`config.mk`:
```
export PLATFORM = sky130hd
export DESIGN_NAME = bus_resp_guard
export DESIGN_NICKNAME = d
export VERILOG_FILES = /design/src/rtl/bus_resp_guard_pkg.sv /design/src/rtl/bus_resp_guard_tickgen.sv /design/src/rtl/bus_resp_guard_resp.sv /design/src/rtl/bus_resp_guard_wdog.sv /design/src/rtl/bus_resp_guard.sv
export SDC_FILE = /design/constraint.sdc
export NUM_CORES = 1
export LEC_CHECK = 0
export ABC_AREA = 0
export CAP_MARGIN = 20
export CORE_MARGIN = 1
export CORE_UTILIZATION = 40
export CTS_CLUSTER_SIZE = 12
export DETAILED_ROUTE_END_ITERATION = 16
export PLACE_DENSITY = 0.58
export SLEW_MARGIN = 20
export SYNTH_ARGS = -nofsm -noshare
export SYNTH_HDL_FRONTEND = slang
export SYNTH_SLANG_ARGS = --single-unit
```
`constraint.sdc`:
```
create_clock -name clk -period 2.3 [get_ports clk]
set_clock_uncertainty 0.1 [all_clocks]
set_input_delay 0.23 -clock clk [delete_from_list [all_inputs] [get_ports clk]]
set_output_delay 0.23 -clock clk [all_outputs]
set_load 0.03 [all_outputs]
```
`src/rtl/bus_resp_guard_pkg.sv`:
```
package bus_resp_guard_pkg;

    typedef enum logic [1:0] {
        WIN_A = 2'd0,
        WIN_B = 2'd1,
        WIN_C = 2'd2,
        WIN_D = 2'd3
    } win_sel_e;

    function automatic int unsigned umax2(int unsigned a, int unsigned b);
        return (a > b) ? a : b;
    endfunction

    function automatic int unsigned umax4(int unsigned a, int unsigned b,
                                          int unsigned c, int unsigned d);
        return umax2(umax2(a, b), umax2(c, d));
    endfunction

endpackage

```
`src/rtl/bus_resp_guard_tickgen.sv`:
```
module bus_resp_guard_tickgen #(
    parameter int unsigned DIV_FAST = 8,
    parameter int unsigned DIV_SLOW = 6
) (
    input  logic clk,
    input  logic rst_n,
    input  logic rate_sel,
    output logic half_tick
);
    import bus_resp_guard_pkg::*;

    localparam int unsigned DMAX = umax2(DIV_FAST, DIV_SLOW);
    localparam int unsigned CW   = (DMAX > 1) ? $clog2(DMAX) : 1;

    typedef struct packed {
        logic [CW-1:0] cnt;
    } pre_t;

    pre_t          st_d, st_q;
    logic [CW-1:0] div_m1;

    // divider choice per clock rate
    always_comb begin
        div_m1 = rate_sel ? CW'(DIV_SLOW - 1) : CW'(DIV_FAST - 1);
        st_d   = st_q;
        if (st_q.cnt >= div_m1) begin
            st_d.cnt = '0;
        end else begin
            st_d.cnt = st_q.cnt + 1'b1;
        end
    end

    always_ff @(posedge clk) begin
        if (!rst_n) begin
            st_q <= '0;
        end else begin
            st_q <= st_d;
        end
    end

    assign half_tick = (st_q.cnt >= div_m1);

endmodule

```
`src/rtl/bus_resp_guard_resp.sv`:
```
module bus_resp_guard_resp #(
    parameter int unsigned WIN0 = 37,
    parameter int unsigned WIN1 = 45,
    parameter int unsigned WIN2 = 101,
    parameter int unsigned WIN3 = 256
) (
    input  logic       clk,
    input  logic       rst_n,
    input  logic       half_tick,
    input  logic       tx_active,
    input  logic       tx_fall,
    input  logic       resp_sync,
    input  logic [1:0] tmo_sel,
    output logic       timeout
);
    import bus_resp_guard_pkg::*;

    localparam int unsigned WMAX = umax4(WIN0, WIN1, WIN2, WIN3);
    localparam int unsigned CW   = $clog2(WMAX + 1);

    typedef struct packed {
        logic          armed;
        logic [CW-1:0] cnt;
        logic [CW-1:0] lim_m1;
        logic          pulse;
    } rt_t;

    rt_t           st_d, st_q;
    logic [CW-1:0] sel_lim_m1;

    // window lookup in half-microsecond units
    always_comb begin
        unique case (win_sel_e'(tmo_sel))
            WIN_A:   sel_lim_m1 = CW'(WIN0 - 1);
            WIN_B:   sel_lim_m1 = CW'(WIN1 - 1);
            WIN_C:   sel_lim_m1 = CW'(WIN2 - 1);
            default: sel_lim_m1 = CW'(WIN3 - 1);
        endcase
    end

    always_comb begin
        st_d       = st_q;
        st_d.pulse = 1'b0;
        if (tx_active) begin
            // a new transmission cancels the wait
            st_d.armed = 1'b0;
            st_d.cnt   = '0;
        end else if (tx_fall) begin
            // arm at end of the transmitted word
            st_d.armed  = 1'b1;
            st_d.cnt    = '0;
            st_d.lim_m1 = sel_lim_m1;
        end else if (st_q.armed) begin
            if (resp_sync) begin
                // response arrived in time
                st_d.armed = 1'b0;
                st_d.cnt   = '0;
            end else if (half_tick) begin
                if (st_q.cnt == st_q.lim_m1) begin
                    st_d.pulse = 1'b1;
                    st_d.armed = 1'b0;
                    st_d.cnt   = '0;
                end else begin
                    st_d.cnt = st_q.cnt + 1'b1;
                end
            end
        end
    end

    always_ff @(posedge clk) begin
        if (!rst_n) begin
            st_q <= '0;
        end else begin
            st_q <= st_d;
        end
    end

    assign timeout = st_q.pulse;

endmodule

```
`src/rtl/bus_resp_guard_wdog.sv`:
```
module bus_resp_guard_wdog #(
    parameter int unsigned WDOG_HALF = 1336
) (
    input  logic clk,
    input  logic rst_n,
    input  logic half_tick,
    input  logic tx_active,
    input  logic tx_prev,
    input  logic inh_clr,
    output logic inhibit,
    output logic irq
);
    localparam int unsigned CW = $clog2(WDOG_HALF + 1);

    typedef struct packed {
        logic [CW-1:0] cnt;
        logic          inh;
        logic          irq;
    } wd_t;

    wd_t st_d, st_q;

    always_comb begin
        st_d     = st_q;
        st_d.irq = 1'b0;
        if (!tx_active) begin
            // any gap restarts the continuous-on measurement
            st_d.cnt = '0;
        end else if (tx_prev && half_tick && !st_q.inh) begin
            if (st_q.cnt == CW'(WDOG_HALF - 1)) begin
                // long-run cutoff
                st_d.inh = 1'b1;
                st_d.irq = 1'b1;
                st_d.cnt = '0;
            end else begin
                st_d.cnt = st_q.cnt + 1'b1;
            end
        end
        if (inh_clr) begin
            // host release, wins over a trip in the same cycle
            st_d.inh = 1'b0;
            st_d.irq = 1'b0;
            st_d.cnt = '0;
        end
    end

    always_ff @(posedge clk) begin
        if (!rst_n) begin
            st_q <= '0;
        end else begin
            st_q <= st_d;
        end
    end

    assign inhibit = st_q.inh;
    assign irq     = st_q.irq;

endmodule

```
`src/rtl/bus_resp_guard.sv`:
```
module bus_resp_guard #(
    parameter int unsigned DIV_FAST  = 8,
    parameter int unsigned DIV_SLOW  = 6,
    parameter int unsigned WIN0      = 37,
    parameter int unsigned WIN1      = 45,
    parameter int unsigned WIN2      = 101,
    parameter int unsigned WIN3      = 256,
    parameter int unsigned WDOG_HALF = 1336
) (
    input  logic       clk,
    input  logic       rst_n,
    input  logic       rate_sel,
    input  logic [1:0] tmo_sel,
    input  logic       tx_active,
    input  logic       resp_sync,
    input  logic       inh_clr,
    output logic       resp_timeout,
    output logic       tx_inhibit,
    output logic       tx_gate,
    output logic       tx_irq
);
    typedef struct packed {
        logic tx_prev;
    } top_t;

    top_t st_d, st_q;
    logic half_tick;
    logic tx_fall;

    always_comb begin
        st_d         = st_q;
        st_d.tx_prev = tx_active;
    end

    always_ff @(posedge clk) begin
        if (!rst_n) begin
            st_q <= '0;
        end else begin
            st_q <= st_d;
        end
    end

    assign tx_fall = st_q.tx_prev && !tx_active;

    bus_resp_guard_tickgen #(
        .DIV_FAST (DIV_FAST),
        .DIV_SLOW (DIV_SLOW)
    ) u_tick (
        .clk       (clk),
        .rst_n     (rst_n),
        .rate_sel  (rate_sel),
        .half_tick (half_tick)
    );

    bus_resp_guard_resp #(
        .WIN0 (WIN0),
        .WIN1 (WIN1),
        .WIN2 (WIN2),
        .WIN3 (WIN3)
    ) u_resp (
        .clk       (clk),
        .rst_n     (rst_n),
        .half_tick (half_tick),
        .tx_active (tx_active),
        .tx_fall   (tx_fall),
        .resp_sync (resp_sync),
        .tmo_sel   (tmo_sel),
        .timeout   (resp_timeout)
    );

    bus_resp_guard_wdog #(
        .WDOG_HALF (WDOG_HALF)
    ) u_wdog (
        .clk       (clk),
        .rst_n     (rst_n),
        .half_tick (half_tick),
        .tx_active (tx_active),
        .tx_prev   (st_q.tx_prev),
        .inh_clr   (inh_clr),
        .inhibit   (tx_inhibit),
        .irq       (tx_irq)
    );

    // transmitter forced off while inhibited
    assign tx_gate = tx_active && !tx_inhibit;

endmodule

```
Word level (Yosys, flattened, before mapping)
Cells that the tools add are included.
- latch bits: 0
- bits in read-only memories: 0
- RAM bits: 0
- memories kept: 0
- bits in registers: 37
- output and inout bits: 4
- word-level logic and storage cells: 51
- input port bits: 8
- shift-type cells: 0
- reduce and logical (&&, ||, !) cells: 18
- multiplexer cells: 11
- order comparisons: 1
- equal/unequal tests: 4
- divide/modulo/power cells: 0
- bitwise logic cells: 5
- $add $sub $neg: 3
- multiply operators: 0
- operators with widths (operator ; number):
    10-bit 2-to-1 mux ; 4
    8-bit one-hot mux with 3 select lines ; 1
    11-bit by 1-bit adder with 11-bit output (second input constant) ; 1
    11-bit equality test (second input constant) ; 1
    11-bit 2-to-1 mux ; 1
    9-bit by 1-bit adder with 9-bit output (second input constant) ; 1
    9-bit equality test ; 1
    9-bit 2-to-1 mux ; 1
    2-bit OR reduction ; 3
    3-bit OR reduction ; 2
    6-bit OR reduction ; 1
    1-bit inverter ; 5
    1-bit logical AND ; 4
    2-bit AND reduction ; 2
    4-bit OR reduction ; 1
    3-bit by 1-bit adder with 3-bit output (second input constant) ; 1
    3-bit >= comparator ; 1
    1-bit 2-to-1 mux ; 3
    3-bit AND reduction ; 1
    2-bit by 1-bit equality test with 1-bit output (second input constant) ; 1
    2-bit equality test (second input constant) ; 1
    1-bit zero test ; 2
    2-bit zero test ; 1
    2-bit 2-to-1 mux ; 1
    2-bit nonzero test ; 1

Longest topological paths before layout
Gate-level depths: netlist (run 1).
- depth in word-level cells: 6
- gate-level depth with buffers: 6
- gate-level depth less buffers: 6

By module
Synthesis (run 1) repeated with hierarchy kept, for this count alone.
- cell total of the unflattened synthesis: 169
- area, all modules: 1604.0 um^2
- by module, submodules not included (module ; area each (um^2) ; times used ; cells each ; seq. area each (um^2)):
    bus_resp_guard_resp ; 733.2 ; 1 ; 83 ; 300.3
    bus_resp_guard_wdog ; 685.7 ; 1 ; 68 ; 260.2
    bus_resp_guard_tickgen ; 138.9 ; 1 ; 14 ; 60.1
    bus_resp_guard ; 46.3 ; 1 ; 4 ; 20.0

Least setup slack after synthesis (run 1)
OpenSTA, ideal clock, no wires.
- path kind: reg2reg
- start point: reg u_tick.st_q[1] in the netlist's numbering
- end point: reg u_wdog.st_q[10] in the netlist's numbering
- arrival: 1762 ps
- clock period less this slack: 1989 ps
- buffers on the path: 0
- required time: 2073 ps
- setup slack: 311 ps
- cell stages (with the launch flop): 7
- setup time: 127 ps
- path through: dfxtp_1 -> ha_1 -> a21oi_1 -> or3_1 -> or3_1 -> nand3_1 -> nor2_1
- word-level cells in the longest chain between the ends: 3
- ends and longest elaborated chain (what ; RTL line ; RTL):
    start, declared ; bus_resp_guard_tickgen.sv:19 ; pre_t st_d, st_q;
    start signal, assigned ; bus_resp_guard_tickgen.sv:37 ; st_q <= st_d;
    3-bit >= comparator ; bus_resp_guard_tickgen.sv:41 ; assign half_tick = (st_q.cnt >= div_m1);
    1-bit logical AND (2 in a row) ; bus_resp_guard_wdog.sv:29 ; end else if (tx_prev && half_tick && !st_q.inh) begin
    end signal, assigned ; bus_resp_guard_wdog.sv:51 ; st_q <= st_d;
    end, declared ; bus_resp_guard_wdog.sv:21 ; wd_t st_d, st_q;
No other way between the ends.
A chain may end at the register's enable or synchronous reset.

Worst setup path after layout (run 1)
- start point: in tx_active
- end point: out tx_gate
- word-level cells in the longest chain between the ends: 1
- ends and longest elaborated chain (what ; RTL line ; RTL):
    start, declared ; bus_resp_guard.sv:14 ; input logic tx_active,
    1-bit logical AND ; bus_resp_guard.sv:85 ; assign tx_gate = tx_active && !tx_inhibit;
    end, declared ; bus_resp_guard.sv:19 ; output logic tx_gate,
No other way between the ends.

==> metrics.cfg, run 1 <==
[place]
gp_congestion = 0.787
portBuffers = 11
dp_hpwl_microns = 2290

[timing]
fin_crit_ps = 2000
rsz0062_at_grt = false
hold_viol_final = 0
finalMaxSlewViolations = 0
maxSlewHeadroom_pct = 70.5
tightest_slew_ps = 441
setup_viol = 0
post-route-period-util_pct = 86.9
tns_ps = 0
max_freq_ghz = 0.500

[min_path]
hold_class = reg2reg
min-delay-start = u_tick.st_q[0]

[floorplan]
die_w_microns = 63.5
core_area_sq_um = 3470
io-pin-count = 12
die-area_sq_um = 4030
die_h_microns = 63.5
initial_core_util_pct = 43.6
placementRows = 21

[outcome]
status = finished clean

[worst_setup_path]
crit_start = tx_active
crit_fanout = 6
path_class = in2out
slowest_delay_ps = 680
required_ps = 1970
crit_path_top_delay_cell = clkdlybuf4s50_1
path_common_cell = clkdlybuf4s50_1
path_cells = clkdlybuf4s50_1 -> buf_4 -> nor2b_1 -> clkdlybuf4s50_1
worst_setup_path_end_kind = output pin
ff2ff_setup_slack_ps = 350
worst_r2r_startpoint = u_tick.st_q[1]
arrival_ps = 1670
cp-start-kind = input pin

[cells_and_area]
layout_common_cells = 32 x dfxtp_1, 20 x nor2_1, 18 x nand2_1
finalNetCount = 212
syn2layout_area_growth_pct = 21.2
drive_above_1_share_pct = 11.5
layout_commonest_cell = dfxtp_1
antenna_cells = 0

[synthesis]
ys_async_sr_fraction_pct = 0
synth_nets = 184
ys_seq_area_share_pct = 42.4
syn_avg_cell_area_sq_um = 8.79
syn_area_sq_um = 1510
synth_ff_type = dfxtp_1
synth_seq_cells = 32
synth_edf_count = 0
yosysWarnings = 0
yosys.cell_types.count = 40
synthCells = 172

[grt]
antenna_found_initial = 0
grt_pass1_vias = 1259
grt_max_degree = 11
grt_usage_pct = 17.3
grt_pass1_wl_microns = 5350
gr-total-overflow = 0

[power]
leakage_nw = 0.662
p_per_area_nw_per_um2 = 573
total_power_mw = 1.05
ir_drop_mv = 0.360

[detailed_routing]
drt_iter0_markers = 29
num_vias = 1258
drcViolationCount = 0
drt_pass1_iterations = 4
drt_wl_total_microns = 2990
ant_nets = 0
post_drt_wl_per_cell_microns = 12.2
viasPerCell = 5.11

[clock_tree]
insertion_delay_ps = 280
cts_setup_buffers = 0
postCtsHoldBufs = 0
cts_max_path_buffers = 2
htreeDepth = 2
cts_buffers = 5
ctsResizeCount = 0
cts_tree = done
clockRootBuffer = clkbuf_8
path_clk_slew_ps = 60
cts_sinks = 32

[flow_run]
drv_cap = 0

logic make-up (layout without fill, tap and decap cells):
| group | Yosys count | count (layout) | synth area share (%) |
|---|---|---|---|
| AND/OR/NAND/NOR | 90 | 90 | 30.6 |
| flip-flops | 32 | 32 | 42.4 |
| AO/OA/AOI/OAI | 23 | 23 | 11.7 |
| XOR/XNOR | 15 | 15 | 8.69 |
| buffers and inverters | 6 | 34 | 1.99 |
| adder cells (fa/ha/maj) | 4 | 4 | 3.31 |
| multiplexers | 2 | 2 | 1.32 |
critical path: cells and delay by family:
kind / cells / cell delay (ps)
AND/OR/NAND/NOR: 1 / 140
buffers and inverters: 3 / 1290
through the flow:
step	setup WS, ps	instance area [sq um]	utilization (%)	cells	hold slack (ps)
after floorplan	311	1510	-	172	207
after global placement	36.3	1750	50.6	239	342
after global routing	225	1830	52.8	246	385
after detailed placement	16.4	1750	50.6	239	356
final	300	1830	52.8	246	356
after CTS	294	1830	52.8	246	365
layout make-up:
class,instances,area (sq um)
Multi-Input combinational cell,134,841
Clock inverter,1,5.00
Clock buffer,6,72.6
Timing Repair Buffer,23,200
Inverter,4,15.0
Tap cell,46,57.6
Fill cell,341,1640
Sequential cell,32,641
sequential cells by signal, summed over array words and instances (netlist names):
signal and cells:
u_resp.st_q 14, u_wdog.st_q 11, u_tick.st_q 3, st_q 1, u_resp.timeout 1, u_wdog.inhibit 1
u_wdog.irq 1
power breakdown:
group | total (mW) | internal (mW) | switching (mW)
Combinational | 0.0826 | 0.0432 | 0.0394
Sequential | 0.571 | 0.563 | 0.00774
Clock | 0.395 | 0.205 | 0.190
synth_stat cells, types with 2 or more instances:
master	count	area share [%]
nand4_1	3	1.2
xor2_1	7	4.1
inv_1	4	0.99
nand3_1	10	3.3
and2_1	3	1.2
nor2b_1	9	3.7
o21ai_1	4	1.3
xnor2_1	8	4.6
nor3_1	7	2.3
mux2i_1	2	1.3
and3_1	5	2.1
or3_1	3	1.2
a21oi_1	5	1.7
dfxtp_1	32	42
a32oi_1	2	1.2
ha_1	4	3.3
nand2b_1	4	1.7
nor2_1	20	5.0
nand2_1	18	4.5
nor4_1	2	0.83
per-layer routing:
layer / share of wire, % / GRT usage, % / vias up
li1: - / - / 654
met1: 47 / 20.7 / 579
met2: 48 / 28.2 / 18
met3: 2.9 / 5.62 / 7
met4: 2.2 / 6.82 / 0
met5: 0 / 0 / -
worst paths after layout:
check               endpoint  depth (start not counted)
max                  tx_gate                          4
min           u_tick.st_q[0]                          1
max reg2reg  u_wdog.st_q[11]                          7
min reg2reg   u_tick.st_q[0]                          1
Note: power is estimated with default switching activity, not from simulation.
==> run 2: changes to the inputs <==
--- a/config.mk
+++ b/config.mk
@@ -11,7 +11,8 @@
 export CORE_UTILIZATION = 40
 export CTS_CLUSTER_SIZE = 12
 export DETAILED_ROUTE_END_ITERATION = 16
-export PLACE_DENSITY = 0.58
+export DONT_BUFFER_PORTS = 1
+export PLACE_DENSITY = 0.54
 export SLEW_MARGIN = 20
 export SYNTH_ARGS = -nofsm -noshare
 export SYNTH_HDL_FRONTEND = slang
==> metrics.cfg, run 2 (synthesis results as in run 1) <==
[grt]
grt_max_degree = 11  ; unchanged
grt_pass1_wl_microns = 5100  ; -4.6%
gr-total-overflow = 0  ; unchanged
antenna_found_initial = 0  ; unchanged
grt_pass1_vias = 1094  ; -13%
grt_usage_pct = 16.9  ; -0.31 points

[timing]
tns_ps = 0  ; unchanged
rsz0062_at_grt = false
post-route-period-util_pct = 90.9  ; +4.0 points
fin_crit_ps = 2090  ; +92.1 ps
max_freq_ghz = 0.478  ; -4.4%
hold_viol_final = 0  ; unchanged
hold_slack_ps = 13.1  ; -343 ps
maxSlewHeadroom_pct = 61.8  ; -8.7 points
tightest_slew_ps = 571  ; +130 ps
setup_viol = 0  ; unchanged
finalMaxSlewViolations = 0  ; unchanged

[floorplan]
core_area_sq_um = 3470  ; unchanged
die_h_microns = 63.5  ; unchanged
initial_core_util_pct = 43.6  ; unchanged
io-pin-count = 12  ; unchanged
die-area_sq_um = 4030  ; unchanged
placementRows = 21  ; unchanged
die_w_microns = 63.5  ; unchanged

[cells_and_area]
layout_commonest_cell = dfxtp_1
drive_above_1_share_pct = 8.65  ; -2.9 points
register_area_sq_um = 641  ; unchanged
postLayoutCoreUtil_pct = 49.3  ; -3.5 points
largest_reg_flops = 14  ; unchanged
finalNetCount = 196  ; -7.5%
layout_common_cells = 32 x dfxtp_1, 20 x nor2_1, 18 x nand2_1
top_register = u_resp.st_q
antenna_cells = 0  ; unchanged
multiInputGateArea_sq_um = 846  ; +0.60%
nFillCells = 362  ; +6.2%
top_regs = u_resp.st_q x14, u_wdog.st_q x11, u_tick.st_q x3
syn2layout_area_growth_pct = 13.1

[worst_setup_path]
cp-start-kind = flop
crit_start = u_resp.st_q[12]
crit_path_top_delay_cell = or3_4
slowest_delay_ps = 420  ; -260 ps
path_buf_inv = 0  ; -3
worst_setup_path_end_kind = flop
path_cells = or3_4 -> a2111oi_4 -> o21ai_2 -> and2_1 -> a221o_1
worst_r2r_startpoint = u_resp.st_q[12]
arrival_ps = 2170  ; +500 ps
crit_fanout = 10  ; +4
path_class = reg2reg
required_ps = 2380  ; +410 ps
critPathTopFamily = compound AO/OA/AOI/OAI gates

[power]
leakage_nw = 0.601  ; -9.2%
p_per_area_nw_per_um2 = 636  ; +11%
ir_drop_mv = 0.375  ; +4.0%

[detailed_routing]
viasPerCell = 5.26  ; +2.9%
ant_nets = 0  ; unchanged
drt_iter0_markers = 56  ; +93%
post_drt_wl_per_cell_microns = 13.5  ; +11%
num_vias = 1216  ; -3.3%
drcViolationCount = 0  ; unchanged
drt_pass1_iterations = 4  ; unchanged
drt_wl_total_microns = 3120  ; +4.1%

[place]
portBuffers = 0  ; -11
dp_hpwl_microns = 2200  ; -3.9%
gp_congestion = 0.791  ; +0.42%

[outcome]
status = finished clean

[min_path]
min-delay-start = tmo_sel[0]
hold_class = in2reg

[flow_run]
drv_cap = 0  ; unchanged

[clock_tree]
cts_buffers = 5  ; unchanged
cts_tree = done
cts_sinks = 32  ; unchanged
cts_max_path_buffers = 2  ; unchanged
htreeDepth = 2  ; unchanged
path_clk_slew_ps = 70  ; about the same
cts_setup_buffers = 0  ; unchanged
insertion_delay_ps = 290  ; about the same
clockRootBuffer = clkbuf_8

-- run 2: changes by cell type in the layout (fill, tap and decap cells not counted) --
cell             delta
nand3_1             -1
dlygate4sd3_1       +3
clkdlybuf4s50_1    -11
clkbuf_8            +1
clkbuf_1            +1
nand3_2             +1
clkinv_2            -1
buf_4               -8
-- run 2: routing by layer --
| layer | vias to the layer above | routed length (microns) | GRT usage [%] |
|---|---|---|---|
| li1 | 628 | - | - |
| met1 | 566 | 1430 | 19.2 |
| met2 | 15 | 1520 | 27.4 |
| met3 | 7 | 117 | 5.43 |
| met4 | 0 | 59 | 10.2 |
| met5 | - | 0 | 0 |
-- run 2: path summary, 6_finish.rpt --
check	to	slack, ps	depth (start not counted)
hold reg to reg	u_tick.st_q[0]	360	1
setup reg to reg	u_resp.st_q[18]	210	5
setup / recovery	u_resp.st_q[18]	210	5
hold / removal	u_resp.st_q[5]	10	2
-- run 2: where the power goes --
group,internal [mW],switching (mW)
Clock,0.244,0.208
Sequential,0.563,0.00714
Combinational,0.0280,0.0365
-- run 2: through the flow --
stage / power (mW) / instance area (sq um) / setup WS [ps] / cells
floorplan: 0.627 / 1510 / 311 / 172
global placement: 0.638 / 1580 / 186 / 220
detailed placement: 0.640 / 1580 / 79.9 / 220
CTS: 1.10 / 1700 / 64.3 / 231
global route: 1.13 / 1710 / 116 / 231
finish: 1.09 / 1710 / 208 / 231
-- run 2: worst reg2reg max path, stage by stage (launching register included) --
cell and delay, ps:
dfxtp_1 390, or3_4 420, a2111oi_4 380, o21ai_2 210, and2_1 190, a221o_1 290
-- run 2: timing repair --
item | CTS | global route
hold endpoints to repair | 11 | 0
gates resized for setup | 0 | 1
hold buffers | 3 | 0
endpoints found under the setup margin | 0 | 10
-- run 2: area by class of cell --
cell class	instances	share of cell area (%)
Timing Repair Buffer	7	3.51
Sequential cell	32	37.5
Multi-Input combinational cell	134	49.5
Clock buffer	8	5.27
Inverter	4	0.878
Tap cell	46	3.37
==> run 3: changes to the inputs <==
--- a/config.mk
+++ b/config.mk
@@ -12,7 +12,7 @@
 export CTS_CLUSTER_SIZE = 12
 export DETAILED_ROUTE_END_ITERATION = 16
 export DONT_BUFFER_PORTS = 1
-export PLACE_DENSITY = 0.54
+export PLACE_DENSITY = 0.56
 export SLEW_MARGIN = 20
 export SYNTH_ARGS = -nofsm -noshare
 export SYNTH_HDL_FRONTEND = slang
==> constraint.sdc (replaced) <==
create_clock -name clk -period 1.9 [get_ports clk]
set_clock_uncertainty 0.1 [all_clocks]
set_input_delay 0.19 -clock clk [delete_from_list [all_inputs] [get_ports clk]]
set_output_delay 0.19 -clock clk [all_outputs]
set_load 0.03 [all_outputs]
==> metrics.cfg, run 3 (synthesis results as in run 1) <==
[floorplan]
die_h_microns = 63.5  ; unchanged
core_area_sq_um = 3470  ; unchanged
die-area_sq_um = 4030  ; unchanged
placementRows = 21  ; unchanged
initial_core_util_pct = 43.6  ; unchanged
io-pin-count = 12  ; unchanged
die_w_microns = 63.5  ; unchanged

[place]
gp_congestion = 0.787  ; -0.44%
placed_area_sq_um = 1670  ; +5.5%
dp_cells = 231  ; +5.0%
portBuffers = 0  ; unchanged
dp_hpwl_microns = 2280  ; +3.6%
dp_worst_setup_slack_ps = -78.6  ; -158 ps

[grt]
gr-total-overflow = 0  ; unchanged
grt_max_degree = 11  ; unchanged
grt_pass1_wl_microns = 5580  ; +9.3%
grt_usage_pct = 18.2  ; +1.3 points
grt_pass1_vias = 1262  ; +15%
antenna_found_initial = 0  ; unchanged

[timing]
tightest_slew_ps = 589  ; +17.5 ps
setup_ws_ps = 74.5  ; -134 ps
max_freq_ghz = 0.548  ; +15%
post-route-period-util_pct = 96.1  ; +5.1 points
setup_viol = 0  ; unchanged
rsz0062_at_grt = false
fin_crit_ps = 1830  ; -266 ps
finalMaxSlewViolations = 0  ; unchanged
maxSlewHeadroom_pct = 60.7  ; -1.2 points
hold_viol_final = 0  ; unchanged
tns_ps = 0  ; unchanged
hold_slack_ps = 81.7  ; +68.6 ps

[cells_and_area]
top_register = u_resp.st_q
top_regs = u_resp.st_q x14, u_wdog.st_q x11, u_tick.st_q x3
syn2layout_area_growth_pct = 25.2
layout_commonest_cell = dfxtp_1
stdcell_count = 246  ; +6.5%
postLayoutCoreUtil_pct = 54.5  ; +5.3 points
layout_common_cells = 31 x dfxtp_1, 19 x nor2_1, 17 x nand2_1
finalNetCount = 211  ; +7.7%
largest_reg_flops = 14  ; unchanged
nFillCells = 332  ; -8.3%
fin_area_sq_um = 1890  ; +11%
drive_above_1_share_pct = 19.0  ; +10 points
antenna_cells = 0  ; unchanged

[detailed_routing]
ant_nets = 0  ; unchanged
num_vias = 1291  ; +6.2%
drt_wl_total_microns = 3230  ; +3.5%
drt_iter0_markers = 62  ; +11%
drt_pass1_iterations = 4  ; unchanged
drcViolationCount = 0  ; unchanged
post_drt_wl_per_cell_microns = 13.1  ; -2.8%
viasPerCell = 5.25  ; -0.31%

[clock_tree]
path_clk_slew_ps = 70  ; about the same
cts_buffers = 5  ; unchanged
cts_max_path_buffers = 2  ; unchanged
cts_sinks = 32  ; unchanged
htreeDepth = 2  ; unchanged
clockRootBuffer = clkbuf_8
cts_tree = done
insertion_delay_ps = 280  ; about the same

[worst_setup_path]
path_class = reg2reg
worst_setup_path_end_kind = flop
crit_fanout = 3  ; -7
arrival_ps = 1900  ; -270 ps
cp-start-kind = flop
required_ps = 1980  ; -400 ps

[power]
ir_drop_mv = 0.467  ; +25%
p_per_area_nw_per_um2 = 709  ; +11%
leakage_nw = 0.701  ; +17%
total_power_mw = 1.34  ; +23%

[min_path]
hold_class = in2reg

[flow_run]
drv_cap = 0  ; unchanged

[outcome]
status = finished clean

-- run 3: changes by cell type in the layout (fill, tap and decap cells not counted), sizes merged --
cell	change
nand3	+1
dlygate4sd3	+2
buf	+12
-- run 3: metal layers --
layer | up-vias | GRT usage (%) | wire (microns)
li1 | 661 | - | -
met4 | 0 | 8.52 | 81
met1 | 605 | 20.5 | 1420
met5 | - | 0 | 0
met2 | 18 | 30.9 | 1640
met3 | 7 | 5.98 | 88
-- run 3: what timing repair did --
| action | 4_1_cts | 5_1_grt |
|---|---|---|
| gates cloned | 0 | 1 |
| buffers inserted | 0 | 1 |
| hold endpoints to repair | 11 | 10 |
| resized for setup | 5 | 8 |
| setup endpoints to repair | 17 | 18 |
| pin swaps | 1 | 4 |
| hold buffers | 4 | 1 |
-- run 3: final cells by class --
class                           instances  area, sq um  share of cell area, %
Clock buffer                            8         90.1                   4.76
Tap cell                               46         57.6                   3.04
Inverter                                4         15.0                  0.794
Multi-Input combinational cell        135          917                   48.5
Sequential cell                        32          642                   33.9
Timing Repair Buffer                   21          170                   8.99
-- run 3: power by group --
| group | switching, mW | internal (mW) |
|---|---|---|
| clock network | 0.241 | 0.295 |
| registers | 0.0104 | 0.682 |
| logic | 0.0552 | 0.0564 |
-- run 3: critical path: stages, from the launching register on --
cell and delay [ps]:
dfxtp_1 320, ha_1 280, a21oi_2 60, or3_4 370, buf_4 160, nor3_1 240
xnor2_1 140, nor2_1 50
-- run 3: worst paths after layout --
check	startpoint	end	slack, ps	cells after the start
max	u_tick.st_q[1]	u_wdog.st_q[8]	70	7
max reg2reg	u_tick.st_q[1]	u_wdog.st_q[8]	70	7
min reg2reg	u_tick.st_q[0]	u_tick.st_q[0]	370	1
min	resp_sync	u_resp.st_q[19]	80	3
